===== config.mk =====
export PLATFORM = sky130hd
export DESIGN_NAME = tlpwm_gate_seq
export DESIGN_NICKNAME = d
export VERILOG_FILES = /design/src/rtl/tlpwm_pkg.sv /design/src/rtl/tlpwm_cmd_map.sv /design/src/rtl/tlpwm_dly_timer.sv /design/src/rtl/tlpwm_seq_fsm.sv /design/src/rtl/tlpwm_gate_seq.sv
export SDC_FILE = /design/constraint.sdc
export NUM_CORES = 1
export LEC_CHECK = 0
export ABC_AREA = 1
export CORE_MARGIN = 2
export CORE_UTILIZATION = 55
export CTS_CLUSTER_SIZE = 20
export DETAILED_ROUTE_END_ITERATION = 8
export PLACE_DENSITY = 0.75
export SYNTH_ARGS = -nofsm -noshare
export SYNTH_HDL_FRONTEND = slang
export SYNTH_HIERARCHICAL = 1
export SYNTH_SLANG_ARGS = --single-unit

===== constraint.sdc =====
create_clock -name clk -period 3.65 [get_ports clk]
set_clock_uncertainty 0.15 [all_clocks]
set_input_delay 0.73 -clock clk [delete_from_list [all_inputs] [get_ports clk]]
set_output_delay 0.73 -clock clk [all_outputs]
set_load 0.005 [all_outputs]

===== src/rtl/tlpwm_pkg.sv =====
`timescale 1ns/1ps
package tlpwm_pkg;

  typedef enum logic [1:0] {
    LVL_LOW  = 2'b00,
    LVL_MID  = 2'b01,
    LVL_HIGH = 2'b10,
    LVL_ALT  = 2'b11
  } lvl_e;

  typedef enum logic [1:0] {
    CMD_HS,
    CMD_LS,
    CMD_ZCD,
    CMD_OFF
  } cmd_e;

  typedef enum logic [2:0] {
    ST_IDLE,
    ST_HS_ON,
    ST_LS_ON,
    ST_NOL_WAIT,
    ST_ZCD_BLANK,
    ST_ZCD_ARMED,
    ST_BOTH_OFF
  } state_e;

  // Round a duration up to whole clock cycles, never below one.
  function automatic int unsigned ns2cyc(int unsigned dur_ns, int unsigned per_ns);
    int unsigned c;
    c = (dur_ns + per_ns - 1) / per_ns;
    return (c == 0) ? 1 : c;
  endfunction

endpackage


===== src/rtl/tlpwm_cmd_map.sv =====
`timescale 1ns/1ps
module tlpwm_cmd_map
  import tlpwm_pkg::*;
(
  input  logic [1:0] pwm_lvl,
  input  logic [1:0] skip_lvl,
  output cmd_e       cmd
);

  always_comb begin
    if (pwm_lvl == LVL_HIGH)
      cmd = CMD_HS;
    else if (pwm_lvl == LVL_LOW)
      cmd = CMD_LS;
    else if (skip_lvl == LVL_LOW)
      cmd = CMD_OFF;   // controller-side zero detection: drop both at once
    else
      cmd = CMD_ZCD;   // skip mid and high share one gate behaviour
  end

endmodule


===== src/rtl/tlpwm_dly_timer.sv =====
`timescale 1ns/1ps
module tlpwm_dly_timer #(
  parameter int unsigned TW = 6
) (
  input  logic          clk,
  input  logic          rst_n,
  input  logic          load,
  input  logic [TW-1:0] load_val,
  output logic          zero
);

  logic [TW-1:0] cnt_q;

  always_ff @(posedge clk or negedge rst_n) begin
    if (!rst_n)
      cnt_q <= '0;
    else if (load)
      cnt_q <= load_val;
    else if (cnt_q != '0)
      cnt_q <= cnt_q - 1'b1;
  end

  assign zero = (cnt_q == '0);

endmodule


===== src/rtl/tlpwm_seq_fsm.sv =====
`timescale 1ns/1ps
module tlpwm_seq_fsm
  import tlpwm_pkg::*;
#(
  parameter int unsigned NOL_CYC  = 2,
  parameter int unsigned WAIT_CYC = 33,
  parameter int unsigned TW       = 6
) (
  input  logic          clk,
  input  logic          rst_n,
  input  logic          en,
  input  cmd_e          cmd,
  input  logic          zcd,
  input  logic          hs_off,
  input  logic          ls_off,
  input  logic          tmr_zero,
  output logic          tmr_load,
  output logic [TW-1:0] tmr_val,
  output logic          gate_hs,
  output logic          gate_ls
);

  localparam logic [TW-1:0] NOL_LOAD  = TW'(NOL_CYC - 1);
  localparam logic [TW-1:0] WAIT_LOAD = TW'(WAIT_CYC - 1);

  state_e st_q, st_d;
  cmd_e   cmd_q, tgt_q, tgt_d;
  logic   seen_q;
  logic   ls_now;
  logic   fb_ok;

  assign ls_now = (st_q == ST_LS_ON) || (st_q == ST_ZCD_BLANK) || (st_q == ST_ZCD_ARMED);
  assign fb_ok  = (tgt_q == CMD_HS) ? ls_off : hs_off;

  always_comb begin
    st_d     = st_q;
    tgt_d    = tgt_q;
    tmr_load = 1'b0;
    tmr_val  = '0;
    if (!en) begin
      st_d = ST_IDLE;
    end else if (st_q == ST_IDLE || cmd != cmd_q) begin
      case (cmd)
        CMD_OFF: st_d = ST_BOTH_OFF;
        CMD_HS: begin
          st_d = ST_NOL_WAIT; tgt_d = CMD_HS; tmr_load = 1'b1; tmr_val = NOL_LOAD;
        end
        CMD_LS: begin
          if (ls_now) st_d = ST_LS_ON;
          else begin
            st_d = ST_NOL_WAIT; tgt_d = CMD_LS; tmr_load = 1'b1; tmr_val = NOL_LOAD;
          end
        end
        default: begin
          if (ls_now) begin
            st_d = ST_ZCD_BLANK; tmr_load = 1'b1; tmr_val = WAIT_LOAD;
          end else begin
            st_d = ST_NOL_WAIT; tgt_d = CMD_ZCD; tmr_load = 1'b1; tmr_val = NOL_LOAD;
          end
        end
      endcase
    end else begin
      case (st_q)
        ST_NOL_WAIT: begin
          if (tmr_zero && fb_ok) begin
            case (tgt_q)
              CMD_HS:  st_d = ST_HS_ON;
              CMD_LS:  st_d = ST_LS_ON;
              default: begin
                st_d = ST_ZCD_BLANK; tmr_load = 1'b1; tmr_val = WAIT_LOAD;
              end
            endcase
          end
        end
        ST_ZCD_BLANK: if (tmr_zero) st_d = (seen_q || zcd) ? ST_BOTH_OFF : ST_ZCD_ARMED;
        ST_ZCD_ARMED: if (zcd) st_d = ST_BOTH_OFF;
        default: st_d = st_q;
      endcase
    end
  end

  always_ff @(posedge clk or negedge rst_n) begin
    if (!rst_n) begin
      st_q    <= ST_IDLE;
      tgt_q   <= CMD_OFF;
      cmd_q   <= CMD_OFF;
      seen_q  <= 1'b0;
      gate_hs <= 1'b0;
      gate_ls <= 1'b0;
    end else begin
      st_q    <= st_d;
      tgt_q   <= tgt_d;
      cmd_q   <= cmd;
      if (tmr_load)
        seen_q <= 1'b0;
      else if (st_q == ST_ZCD_BLANK && zcd)
        seen_q <= 1'b1;
      gate_hs <= (st_d == ST_HS_ON);
      gate_ls <= (st_d == ST_LS_ON) || (st_d == ST_ZCD_BLANK) || (st_d == ST_ZCD_ARMED);
    end
  end

endmodule


===== src/rtl/tlpwm_gate_seq.sv =====
`timescale 1ns/1ps
module tlpwm_gate_seq
  import tlpwm_pkg::*;
#(
  parameter int unsigned CLK_PERIOD_NS = 10,
  parameter int unsigned DEAD_NS       = 20,
  parameter int unsigned BLANK_NS      = 250,
  parameter int unsigned DEBOUNCE_NS   = 80
) (
  input  logic       clk,
  input  logic       rst_n,
  input  logic       en_i,
  input  logic [1:0] pwm_lvl_i,
  input  logic [1:0] skip_lvl_i,
  input  logic       zcd_i,
  input  logic       hs_off_i,
  input  logic       ls_off_i,
  output logic       gate_hs_o,
  output logic       gate_ls_o
);

  localparam int unsigned NOL_CYC   = ns2cyc(DEAD_NS, CLK_PERIOD_NS);
  localparam int unsigned BLANK_CYC = ns2cyc(BLANK_NS, CLK_PERIOD_NS);
  localparam int unsigned DEB_CYC   = ns2cyc(DEBOUNCE_NS, CLK_PERIOD_NS);
  localparam int unsigned WAIT_CYC  = BLANK_CYC + DEB_CYC;
  localparam int unsigned MAX_CYC   = (NOL_CYC > WAIT_CYC) ? NOL_CYC : WAIT_CYC;
  localparam int unsigned TW        = $clog2(MAX_CYC + 1);

  cmd_e          cmd;
  logic          tmr_load;
  logic [TW-1:0] tmr_val;
  logic          tmr_zero;

  tlpwm_cmd_map u_map (
    .pwm_lvl  (pwm_lvl_i),
    .skip_lvl (skip_lvl_i),
    .cmd      (cmd)
  );

  tlpwm_dly_timer #(.TW(TW)) u_tmr (
    .clk      (clk),
    .rst_n    (rst_n),
    .load     (tmr_load),
    .load_val (tmr_val),
    .zero     (tmr_zero)
  );

  tlpwm_seq_fsm #(.NOL_CYC(NOL_CYC), .WAIT_CYC(WAIT_CYC), .TW(TW)) u_fsm (
    .clk      (clk),
    .rst_n    (rst_n),
    .en       (en_i),
    .cmd      (cmd),
    .zcd      (zcd_i),
    .hs_off   (hs_off_i),
    .ls_off   (ls_off_i),
    .tmr_zero (tmr_zero),
    .tmr_load (tmr_load),
    .tmr_val  (tmr_val),
    .gate_hs  (gate_hs_o),
    .gate_ls  (gate_ls_o)
  );

endmodule


Word-level counts from Yosys, hierarchy flattened
Cells that the tools add are included.
{"block": "totals", "register_bits": 16, "word_cells": 80}
{"block": "op_classes", "addsub": 1, "n_eq_ne": 15, "mux": 37, "bitwise_logic": 1, "reduce_logical": 19}
{"cell": "$mux 6", "count": 8}
{"cell": "$mux 3", "count": 6}
{"cell": "$pmux 3 s3", "count": 2}
{"cell": "$pmux 6 s3", "count": 1}
{"cell": "$eq 3x3->1 const B", "count": 4}
{"cell": "$mux 1", "count": 12}
{"cell": "$mux 2", "count": 5}
{"cell": "$eq 3x2->1 const B", "count": 3}
{"cell": "$logic_not 2->1", "count": 4}
{"cell": "$logic_not 6->1", "count": 1}
{"cell": "$logic_or 1x1->1", "count": 6}
{"cell": "$pmux 2 s3", "count": 1}
{"cell": "$pmux 3 s2", "count": 1}
{"cell": "$reduce_bool 6->1", "count": 1}
{"cell": "$sub 6x1->6 const B", "count": 1}
{"cell": "$reduce_and 5->1", "count": 1}
{"cell": "$eq 2x1->1 const B", "count": 2}
{"cell": "$eq 2x2->1 const B", "count": 2}
{"cell": "$ne 2x2->1 const B", "count": 2}
{"cell": "$reduce_bool 2->1", "count": 2}
{"cell": "$eq 3x1->1 const B", "count": 1}
{"cell": "$logic_not 3->1", "count": 1}
{"cell": "$logic_and 1x1->1", "count": 2}
{"cell": "$ne 2x2->1", "count": 1}
{"cell": "3 further kinds", "count": 3}

Depth between registers and ports, before layout
Gate-level depths: netlist (run 1).
{"block": "logic_depth", "word_depth": 11, "ltp_mapped": 17, "depth_no_buf": 17}

Modules after synthesis
Netlist (run 1), hierarchy kept.
{"module": "tlpwm_seq_fsm", "n_inst": 1, "cells_each": 113, "area_per_inst_um2": 754.5}
{"module": "tlpwm_dly_timer", "n_inst": 1, "cells_each": 54, "area_per_inst_um2": 382.9}
{"module": "tlpwm_cmd_map", "n_inst": 1, "cells_each": 5, "area_per_inst_um2": 21.3}

Worst setup path before layout (run 1)
OpenSTA, ideal clock, no wires.
{"block": "synth_path", "path_kind": "input-to-reg", "startpoint": "input port pwm_lvl_i[1]", "endpoint": "register u_tmr.cnt_q[1]", "setup_ns": 0.127, "arrival_ns": 2.143, "slack_ns": 1.230, "stages": 12, "path_buffers": 1, "cell_sequence": "or2_1 nand2_1 xnor2_1 nand3_2 a21o_2 nand3_1 inv_1 buf_2 inv_1 nand2_1 o21ai_0 o21ai_0"}
{"block": "synth_via", "elab_chain_len": 8, "elab_cells_between_ends": 17, "classes_between": "4 x eq/ne; 9 x mux; 4 x reduce/logical"}
{"element": "start: declaration", "line": "tlpwm_gate_seq.sv:13", "text": "input logic [1:0] pwm_lvl_i,"}
{"element": "$logic_not 2->1", "line": "tlpwm_cmd_map.sv:13", "text": "else if (pwm_lvl == LVL_LOW)"}
{"element": "$mux 2", "line": "tlpwm_cmd_map.sv:13"}
{"element": "$mux 2 *", "line": "tlpwm_cmd_map.sv:11", "text": "if (pwm_lvl == LVL_HIGH)"}
{"element": "via cmd[0]", "line": "tlpwm_gate_seq.sv:29", "text": "cmd_e cmd;"}
{"element": "$eq 2x1->1 (tied with other cells)", "line": "tlpwm_seq_fsm.sv:43", "text": "case (cmd)"}
{"element": "$pmux 1 s2 / $logic_or 1x1->1 (equally long branches)", "line": "tlpwm_seq_fsm.sv:43, tlpwm_seq_fsm.sv:42"}
{"element": "$mux 1 *", "line": "tlpwm_seq_fsm.sv:42", "text": "end else if (st_q == ST_IDLE || cmd != cmd_q) begin"}
{"element": "$mux 1 *", "line": "tlpwm_seq_fsm.sv:40", "text": "if (!en) begin"}
{"element": "via tmr_load", "line": "tlpwm_gate_seq.sv:30", "text": "logic tmr_load;"}
{"element": "$mux 6 / $reduce_bool 2->1 (equally long branches)"}
{"element": "end signal: assignment", "line": "tlpwm_dly_timer.sv:18", "text": "cnt_q <= load_val;"}
{"element": "end signal: assignment", "line": "tlpwm_dly_timer.sv:20", "text": "cnt_q <= cnt_q - 1'b1;"}
{"element": "end: declaration", "line": "tlpwm_dly_timer.sv:12", "text": "logic [TW-1:0] cnt_q;"}
Mark *: on every way through the listed nets, which the timed path passes. The rest lies on a longest branch.
A chain may end at the register's enable or synchronous reset.

Worst setup path in the final report (run 1)
{"block": "layout_path", "startpoint": "input port pwm_lvl_i[0]", "endpoint": "register u_tmr.cnt_q[5]"}
Same word-level chain as after synthesis.

==> Flow_metrics.wiki, run 1 <==
{| class="wikitable"
! Metric !! Value
|-
| Num CTS Buffers || 3
|-
| Vias || 1031
|-
| Layout cell share with drive strength beyond 1 || between 10% and 20%
|-
| Slew @ Worst Pin || 0.691 ns
|-
| Combined area of all synthesized cells || 1160 um^2
|-
| Global-route usage over all layers || 21.0%
|-
| Critical setup path kind || in -> reg
|-
| Crit path top cell by count || sky130_fd_sc_hd__nand2_1
|-
| Crit-path cells || clkdlybuf4s50_1 -> or2_1 -> nand2_1 -> xnor2_1 -> nand3_2 -> o211ai_1 -> nand3_1 -> inv_1 -> inv_1 -> nand2_1 -> inv_1 -> nand2_1 -> nand2_1
|-
| Initial antenna violation count || 0
|-
| Setup violators final || 0
|-
| Die outline height || approximately 50 um
|-
| Initial detailed-routing violation count || 19
|-
| Overflow left after global routing || 0
|-
| Family of cells with the greatest summed delay on the critical path || simple AND/OR/NAND/NOR gates
|-
| Drt pass-1 iters || 4
|-
| Number of buffers inserted for hold repair after clock tree synthesis || 0
|-
| Number of flops mapped to enable cells by yosys || 0
|-
| Fin nets || 197
|-
| Worst-skew pair later-pin latency || 0.28 ns
|-
| Number of buffer and inverter stages on the critical path || 4
|-
| Proportion of synthesized chip area in sequential cells || 35.0%
|-
| Detailed-route DRC error count || 0
|-
| Minimum clock period after layout || between 2 and 3 ns
|-
| Cell with the largest stage delay on the worst path || sky130_fd_sc_hd__clkdlybuf4s50_1
|-
| Gate Count Post-Synth || around 170
|-
| Largest stage delay on the critical path || 0.55 ns
|-
| CP required || between 3 and 4 ns
|-
| Post-detailed-placement cell area || 1270 um^2
|-
| Setup TNS Final || 0 ns
|-
| Primary FF master, synth || sky130_fd_sc_hd__dfrtp_1
|-
| Post-CTS setup buffer count || 0
|-
| Power density over cell area || 528 nW/um^2
|-
| Total core area || 1980 um^2
|-
| Cell at the root of the clock tree || sky130_fd_sc_hd__clkbuf_4
|-
| Worst-path maximum fanout || 9
|-
| #FFs+latches synth || 16
|-
| Peak supply drop || 0.000337 V
|-
| Maximum number of pins on one net before global-route repair || 17
|-
| Sort of element at the start of the critical path || input pin
|-
| Nature of the critical path endpoint || flip-flop
|-
| Origin of the worst min-delay path || u_tmr/cnt_q[1]
|-
| Achievable clock frequency || 0.344 GHz
|-
| Vias in the first global route || 966
|-
| Async S/R FF share, synth || 100%
|-
| CTS-repair resized insts || 0
|-
| Yosys warns || 6
|-
| Result of the run || complete, no violations
|-
| Cell area after layout || 1310 um^2
|-
| Origin of the worst setup path || pwm_lvl_i[0]
|-
| # rows || 16
|-
| WL/cell || 10.8 um
|-
| Initial Utilization || 58.5%
|-
| Clock sinks || 16
|-
| Reg-to-Reg Start || u_tmr/cnt_q[0]
|-
| Worst hold path type || reg -> reg
|-
| Worst Path Arrival || approximately 2.9 ns
|-
| Maximum buffer depth of the clock tree || 2
|-
| Vias per inst || 4.89
|-
| Routed wire length || 2280 um
|-
| Die area || 2490 um^2
|-
| Area delta synth->final || 13.2%
|-
| Final hold viol count || 0
|-
| Die width || 49.9 um
|-
| Detailed-placement wirelength estimate || 1830 um
|-
| H-tree depth || 1
|-
| Number of max-slew violations in the final report || 0
|-
| CTS tree || done
|-
| Maxcap violations || 0
|-
| Standby leakage power || ~0.7 nW
|-
| Relative slew margins || 53.8%
|-
| Setup repair after global routing missed its margin || no
|-
| Ant diodes || 0
|-
| Number of nets with antenna violations after detailed routing || 0
|-
| Avg Cell Area, Syn || 6.74 um^2
|-
| Count of input and output buffers || 11
|-
| Final worst-path cycle share || ~80%
|-
| Global-route wire length before repair || a little over 4000 um
|-
| GP Congestion || approximately 0.85
|-
| Synth cell types || 29
|-
| Top-level port count || 12
|-
| Clock transition at the registers of the reported paths || 0.09 ns
|}
==> power breakdown <==
group,internal [mW],switching (mW)
combinational,0.117,0.182
clock,0.0605,0.0545
sequential,0.232,0.0468
==> path summary, 6_finish.rpt <==
path,to,slack (ns),cells past startpoint
max,u_tmr/cnt_q[5],0.74,13
min in group asynchronous,u_fsm/st_q[0],0.71,1
min reg2reg,u_tmr/cnt_q[1],0.38,2
max reg2reg,u_tmr/cnt_q[5],1.27,14
max in group asynchronous,u_fsm/gate_hs,2.20,1
min,u_tmr/cnt_q[1],0.38,2
==> registers in the layout (all words and copies together) (netlist names) <==
signal,cells
u_tmr/cnt_q,6
u_fsm/st_q,3
u_fsm/cmd_q,2
u_fsm/tgt_q,2
u_fsm/gate_hs,1
u_fsm/gate_ls,1
u_fsm/seen_q,1
==> kinds of logic after synthesis <==
group / count (synthesis) / share of synthesized area, %
and+or+nand+nor: 104 / 41.9
adders and majority gates: 2 / 2.16
xor gates and xnor gates: 2 / 1.51
DFF: 16 / 35.0
buffers and inverters: 33 / 12.1
AOI/OAI and AO/OA: 14 / 7.02
other: 1 / 0.324
==> area by class of cell <==
class | count | area, um^2
Sequential cell | 16 | 405
Timing Repair Buffer | 11 | 110
Inverter | 27 | 101
Multi-Input combinational cell | 126 | 624
Fill cell | 186 | 671
Tap cell | 27 | 33.8
Clock buffer | 4 | 36.3
==> cells in the mapped netlist (2+ instances only) <==
cell	count	area, um^2
sky130_fd_sc_hd__buf_4	4	30.0
sky130_fd_sc_hd__dfrtp_1	12	300
sky130_fd_sc_hd__dfstp_2	4	105
sky130_fd_sc_hd__ha_1	2	25.0
sky130_fd_sc_hd__inv_1	24	90.1
sky130_fd_sc_hd__inv_2	3	11.3
sky130_fd_sc_hd__nand2_1	60	225
sky130_fd_sc_hd__nand2_2	6	37.5
sky130_fd_sc_hd__nand3_1	6	30.0
sky130_fd_sc_hd__nand3_2	3	30.0
sky130_fd_sc_hd__nand3b_1	2	15.0
sky130_fd_sc_hd__nand4_1	3	18.8
sky130_fd_sc_hd__nor2_1	15	56.3
sky130_fd_sc_hd__nor2_2	3	18.8
sky130_fd_sc_hd__o211ai_1	2	15.0
sky130_fd_sc_hd__o21ai_0	9	45.0
sky130_fd_sc_hd__xnor2_1	2	17.5
==> cells in the final DEF, fill, tap and decap left out <==
cell,synthesis,routed
sky130_fd_sc_hd__nand3_2,3,3
sky130_fd_sc_hd__o211ai_1,2,2
sky130_fd_sc_hd__dfrtp_1,12,12
sky130_fd_sc_hd__a21o_2,1,1
sky130_fd_sc_hd__a21oi_1,1,1
sky130_fd_sc_hd__xnor2_1,2,2
sky130_fd_sc_hd__or2_2,1,1
sky130_fd_sc_hd__nor2_2,3,3
sky130_fd_sc_hd__nor2_4,1,1
sky130_fd_sc_hd__nor2_1,15,15
sky130_fd_sc_hd__inv_1,24,24
sky130_fd_sc_hd__conb_1,1,4
sky130_fd_sc_hd__o21ai_0,9,9
sky130_fd_sc_hd__nand3_1,6,6
sky130_fd_sc_hd__o21bai_1,1,1
sky130_fd_sc_hd__nand2_2,6,6
sky130_fd_sc_hd__clkbuf_4,0,3
sky130_fd_sc_hd__inv_2,3,3
sky130_fd_sc_hd__nand4_1,3,3
sky130_fd_sc_hd__clkbuf_8,0,1
sky130_fd_sc_hd__nand2_4,1,1
sky130_fd_sc_hd__and3_1,1,1
sky130_fd_sc_hd__clkdlybuf4s50_1,0,11
sky130_fd_sc_hd__nand4_2,1,1
sky130_fd_sc_hd__nand3b_1,2,2
sky130_fd_sc_hd__nand2_1,60,60
sky130_fd_sc_hd__ha_1,2,2
sky130_fd_sc_hd__dfstp_2,4,4
sky130_fd_sc_hd__or2_1,1,1
==> per-stage QoR <==
| step | util [%] | std cells | hold slack, ns | power, mW | worst slack, ns |
|---|---|---|---|---|---|
| after floorplan | - | 175 | 0.284 | 0.498 | 1.23 |
| after global placement | 64.3 | 207 | 0.354 | 0.562 | 0.574 |
| after detailed placement | 64.3 | 207 | 0.364 | 0.577 | 0.457 |
| after CTS | 66.2 | 211 | 0.387 | 0.696 | 0.749 |
| after global routing | 66.2 | 211 | 0.416 | 0.762 | 0.449 |
| final | 66.2 | 211 | 0.378 | 0.693 | 0.739 |
==> worst reg2reg max path, delay by kind of cell, from the launching register on <==
family,cells,cell delay (ns)
buf+inv,5,0.68
simple gates,7,0.67
flops,1,0.41
fa+ha+maj,1,0.20
compound gates,1,0.16
==> routing by layer <==
layer | global-route usage, % | share of wire (%) | wire, um
met4 | 4.17 | 0.53 | 12
met3 | 2.12 | 4.0 | 92
met1 | 28.7 | 50 | 1140
met5 | 0 | 0 | 0
met2 | 36.0 | 45 | 1040
(Power assumes the default switching activity.)
==> run 2, diff against run 1 <==
==> constraint.sdc (replaced) <==
create_clock -name clk -period 2.8 [get_ports clk]
set_clock_uncertainty 0.15 [all_clocks]
set_input_delay 0.56 -clock clk [delete_from_list [all_inputs] [get_ports clk]]
set_output_delay 0.56 -clock clk [all_outputs]
set_load 0.005 [all_outputs]
==> run 2 against run 1 <==
Net effect: setup slack worse by 0.43 ns; clock power is 30% higher; global-route usage is 0.13 points lower; critical path depth stayed put; via count is 0.97% higher; cell area is 1.1% higher; first-iteration DRC count is 120% higher; hold slack worse by 0.0020 ns.
==> Flow_metrics.wiki, run 2 (synthesis results as in run 1) <==
{| class="wikitable"
! Metric !! Value
|-
| Power density over cell area || 685 nW/um^2 (+30%)
|-
| Post-detailed-placement cell area || 1290 um^2 (+1.2%)
|-
| Initial antenna violation count || 0 (unchanged)
|-
| Top-level port count || 12 (unchanged)
|-
| Area delta synth->final || 14.5%
|-
| Pre-CTS setup slack || 0.0270 ns (-0.430 ns)
|-
| Initial detailed-routing violation count || 41 (+22)
|-
| CTS tree || done
|-
| Proportion of power drawn by flip-flops and latches || 39.9% (-0.3 points)
|-
| Cell with the largest stage delay on the worst path || sky130_fd_sc_hd__clkdlybuf4s50_1
|-
| CP required || 2.83 ns (-0.84 ns)
|-
| Vias || 1041 (+0.97%)
|-
| Worst-skew pair later-pin latency || 0.28 ns (about the same)
|-
| Reported net switching power || 0.374 mW (+32%)
|-
| Largest regs || u_tmr/cnt_q (6), u_fsm/st_q (3)
|-
| Number of buffers inserted for hold repair after clock tree synthesis || 0 (unchanged)
|-
| Initial Utilization || 58.5% (unchanged)
|-
| Area of combinational cells with multiple inputs || 624 um^2 (unchanged)
|-
| Setup TNS Final || 0 ns (unchanged)
|-
| H-tree depth || 1 (unchanged)
|-
| Worst-path maximum fanout || 8 (-1)
|-
| Vias in the first global route || 947 (-2.0%)
|-
| Switching share of total power || 41.1% (+0.18 points)
|-
| Largest stage delay on the critical path || 0.43 ns (-0.12 ns)
|-
| Routed wire length || 2290 um (+0.39%)
|-
| Final hold viol count || 0 (unchanged)
|-
| Crit path top cell by count || sky130_fd_sc_hd__nand2_1
|-
| Area taken by flip-flops and latches || 405 um^2 (unchanged)
|-
| Relative contribution of the clock network to total power || 16.5% (about the same)
|-
| Setup repair after global routing missed its margin || no
|-
| Overflow left after global routing || 0 (unchanged)
|-
| Nature of the critical path endpoint || flip-flop
|-
| Number of cells on the worst reg-to-reg path || 14 (unchanged)
|-
| Setup violators final || 0 (unchanged)
|-
| Minimum clock period after layout || roughly 2.5 ns
|-
| Register-to-register setup slack || 0.33 ns (-0.94 ns)
|-
| Global-route usage over all layers || 20.9% (-0.13 points)
|-
| Total core area || 1980 um^2 (unchanged)
|-
| Internal power contribution || 0.535 mW (+31%)
|-
| Worst hold path type || reg -> reg
|-
| CTS-repair resized insts || 0 (unchanged)
|-
| Number of max-slew violations in the final report || 0 (unchanged)
|-
| Die outline height || 49.9 um (unchanged)
|-
| Number of nets with antenna violations after detailed routing || 0 (unchanged)
|-
| Cell area after layout || 1330 um^2 (+1.1%)
|-
| Clock sinks || 16 (unchanged)
|-
| Achievable clock frequency || approximately 0.40 GHz
|-
| Most frequent cells in the layout || sky130_fd_sc_hd__nand2_1, sky130_fd_sc_hd__inv_1, sky130_fd_sc_hd__nor2_1
|-
| Maximum buffer depth of the clock tree || 2 (unchanged)
|-
| Global-route wire length before repair || 3980 um (-2.2%)
|-
| Count of input and output buffers || 11 (unchanged)
|-
| Endpoint of the worst-slack reg-to-reg timing path || u_tmr/cnt_q[4]
|-
| Cell at the root of the clock tree || sky130_fd_sc_hd__clkbuf_4
|-
| Ant diodes || 0 (unchanged)
|-
| Maximum number of pins on one net before global-route repair || 17 (unchanged)
|-
| Origin of the worst setup path || pwm_lvl_i[0]
|-
| Critical setup path kind || in -> reg
|-
| Final-layout fill cell count || 178 (-4.3%)
|-
| Fin nets || 199 (+1.0%)
|-
| Part of the power in combinational logic || 43.7% (+0.5 points)
|-
| Most common cell after layout, fill and taps aside || sky130_fd_sc_hd__nand2_1
|-
| Layout cell share with drive strength beyond 1 || 16.1% (+0.91 points)
|-
| Post-CTS setup buffer count || 0 (unchanged)
|-
| Standby leakage power || 0.710 nW (+1.4%)
|-
| Slew @ Worst Pin || 0.702 ns (+0.0108 ns)
|-
| WL/cell || 10.8 um (-0.55%)
|-
| Vias per inst || 4.89 (about the same)
|-
| Relative slew margins || 53.0% (-0.72 points)
|-
| Crit path to || u_tmr/cnt_q[4]
|-
| Reg-to-Reg Start || u_tmr/cnt_q[0]
|-
| Worst setup margin || 0.305 ns (-0.435 ns)
|-
| Register with the most flip-flops || u_tmr/cnt_q
|-
| Peak supply drop || 0.000553 V (+64%)
|-
| Drt pass-1 iters || 4 (unchanged)
|-
| Maxcap violations || 0 (unchanged)
|-
| Max FFs per register || 6 (unchanged)
|-
| Clock transition at the registers of the reported paths || 0.09 ns (about the same)
|-
| Overall power after layout || 0.909 mW (+31%)
|-
| GP Congestion || 0.874 (+2.6%)
|-
| Result of the run || complete, no violations
|-
| Final worst-path cycle share || between 80% and 90%
|-
| Worst Path Arrival || 2.52 ns (-0.41 ns)
|-
| Crit-path cells || clkdlybuf4s50_1 -> or2_1 -> nand2_1 -> xnor2_1 -> nand3_2 -> o211ai_1 -> nand3_1 -> inv_1 -> inv_1 -> nand2_1 -> inv_1 -> nand2_1 -> nand2_1
|-
| Num CTS Buffers || 3 (unchanged)
|-
| Detailed-placement wirelength estimate || 1870 um (+2.4%)
|-
| Minimum hold slack || 0.376 ns (-0.00201 ns)
|-
| Sort of element at the start of the critical path || input pin
|-
| Detailed-route DRC error count || 0 (unchanged)
|-
| # rows || 16 (unchanged)
|-
| Die width || 49.9 um (unchanged)
|-
| Die area || 2490 um^2 (unchanged)
|}
[run 2: worst max-delay path: cells and delay by family]
kind / cells / cell delay [ns]
buf+inv: 4 / 0.82
simple gates: 7 / 0.84
compound gates: 1 / 0.13
xor+xnor: 1 / 0.16
[run 2: layout make-up]
cell class	count	share of cell area, %
clock buffers	4	2.74
repair buffers	13	9.43
inverters	27	7.64
flip-flops and latches	16	30.6
well taps	27	2.55
multi-input cells	126	47.1
[run 2: per-stage QoR]
stage | util [%] | std cells
3_5_place_dp | 65.1 | 209
4_1_cts | 66.9 | 213
5_1_grt | 66.9 | 213
6_report | 66.9 | 213
3_3_place_gp | 65.1 | 209
2_1_floorplan | - | 175
[run 2: power groups by stage]
stage	Sequential (mW)	Clock (mW)	Combinational [mW]
3_5_place_dp	0.365	0	0.393
4_1_cts	0.360	0.155	0.396
2_1_floorplan	0.351	0	0.298
5_1_grt	0.373	0.165	0.454
3_3_place_gp	0.364	0	0.375
6_report	0.362	0.150	0.397
[run 2: worst min path at each step]
stage                        start        endpoint  slack [ns]  depth (start not counted)
finish              u_fsm/tgt_q[1]  u_fsm/tgt_q[1]        0.38                          2
global route        u_fsm/tgt_q[0]  u_fsm/tgt_q[0]        0.43                          2
CTS                 u_tmr/cnt_q[1]  u_tmr/cnt_q[1]        0.38                          2
detailed placement  u_tmr/cnt_q[1]  u_tmr/cnt_q[1]        0.35                          2
global placement    u_tmr/cnt_q[1]  u_tmr/cnt_q[1]        0.35                          2
floorplan                    rst_n   u_fsm/gate_hs        0.11                          0
[run 2: per-layer routing]
layer  part of all wire (%)  wire length, um  track usage, %
met4                   0.61               14            5.56
met1                     48             1110            28.5
met3                    5.4              123            2.73
met2                     46             1040            34.7
met5                      0                0               0
==> run 3, diff against run 2 <==
--- a/config.mk
+++ b/config.mk
@@ -6,11 +6,14 @@
 export NUM_CORES = 1
 export LEC_CHECK = 0
 export ABC_AREA = 1
+export CAP_MARGIN = 10
 export CORE_MARGIN = 2
 export CORE_UTILIZATION = 55
 export CTS_CLUSTER_SIZE = 20
 export DETAILED_ROUTE_END_ITERATION = 8
+export HOLD_SLACK_MARGIN = 0.03
 export PLACE_DENSITY = 0.75
+export SLEW_MARGIN = 20
 export SYNTH_ARGS = -nofsm -noshare
 export SYNTH_HDL_FRONTEND = slang
 export SYNTH_HIERARCHICAL = 1
==> results of run 3 <==
Final layout, timing and power as in run 2 (identical DEF).
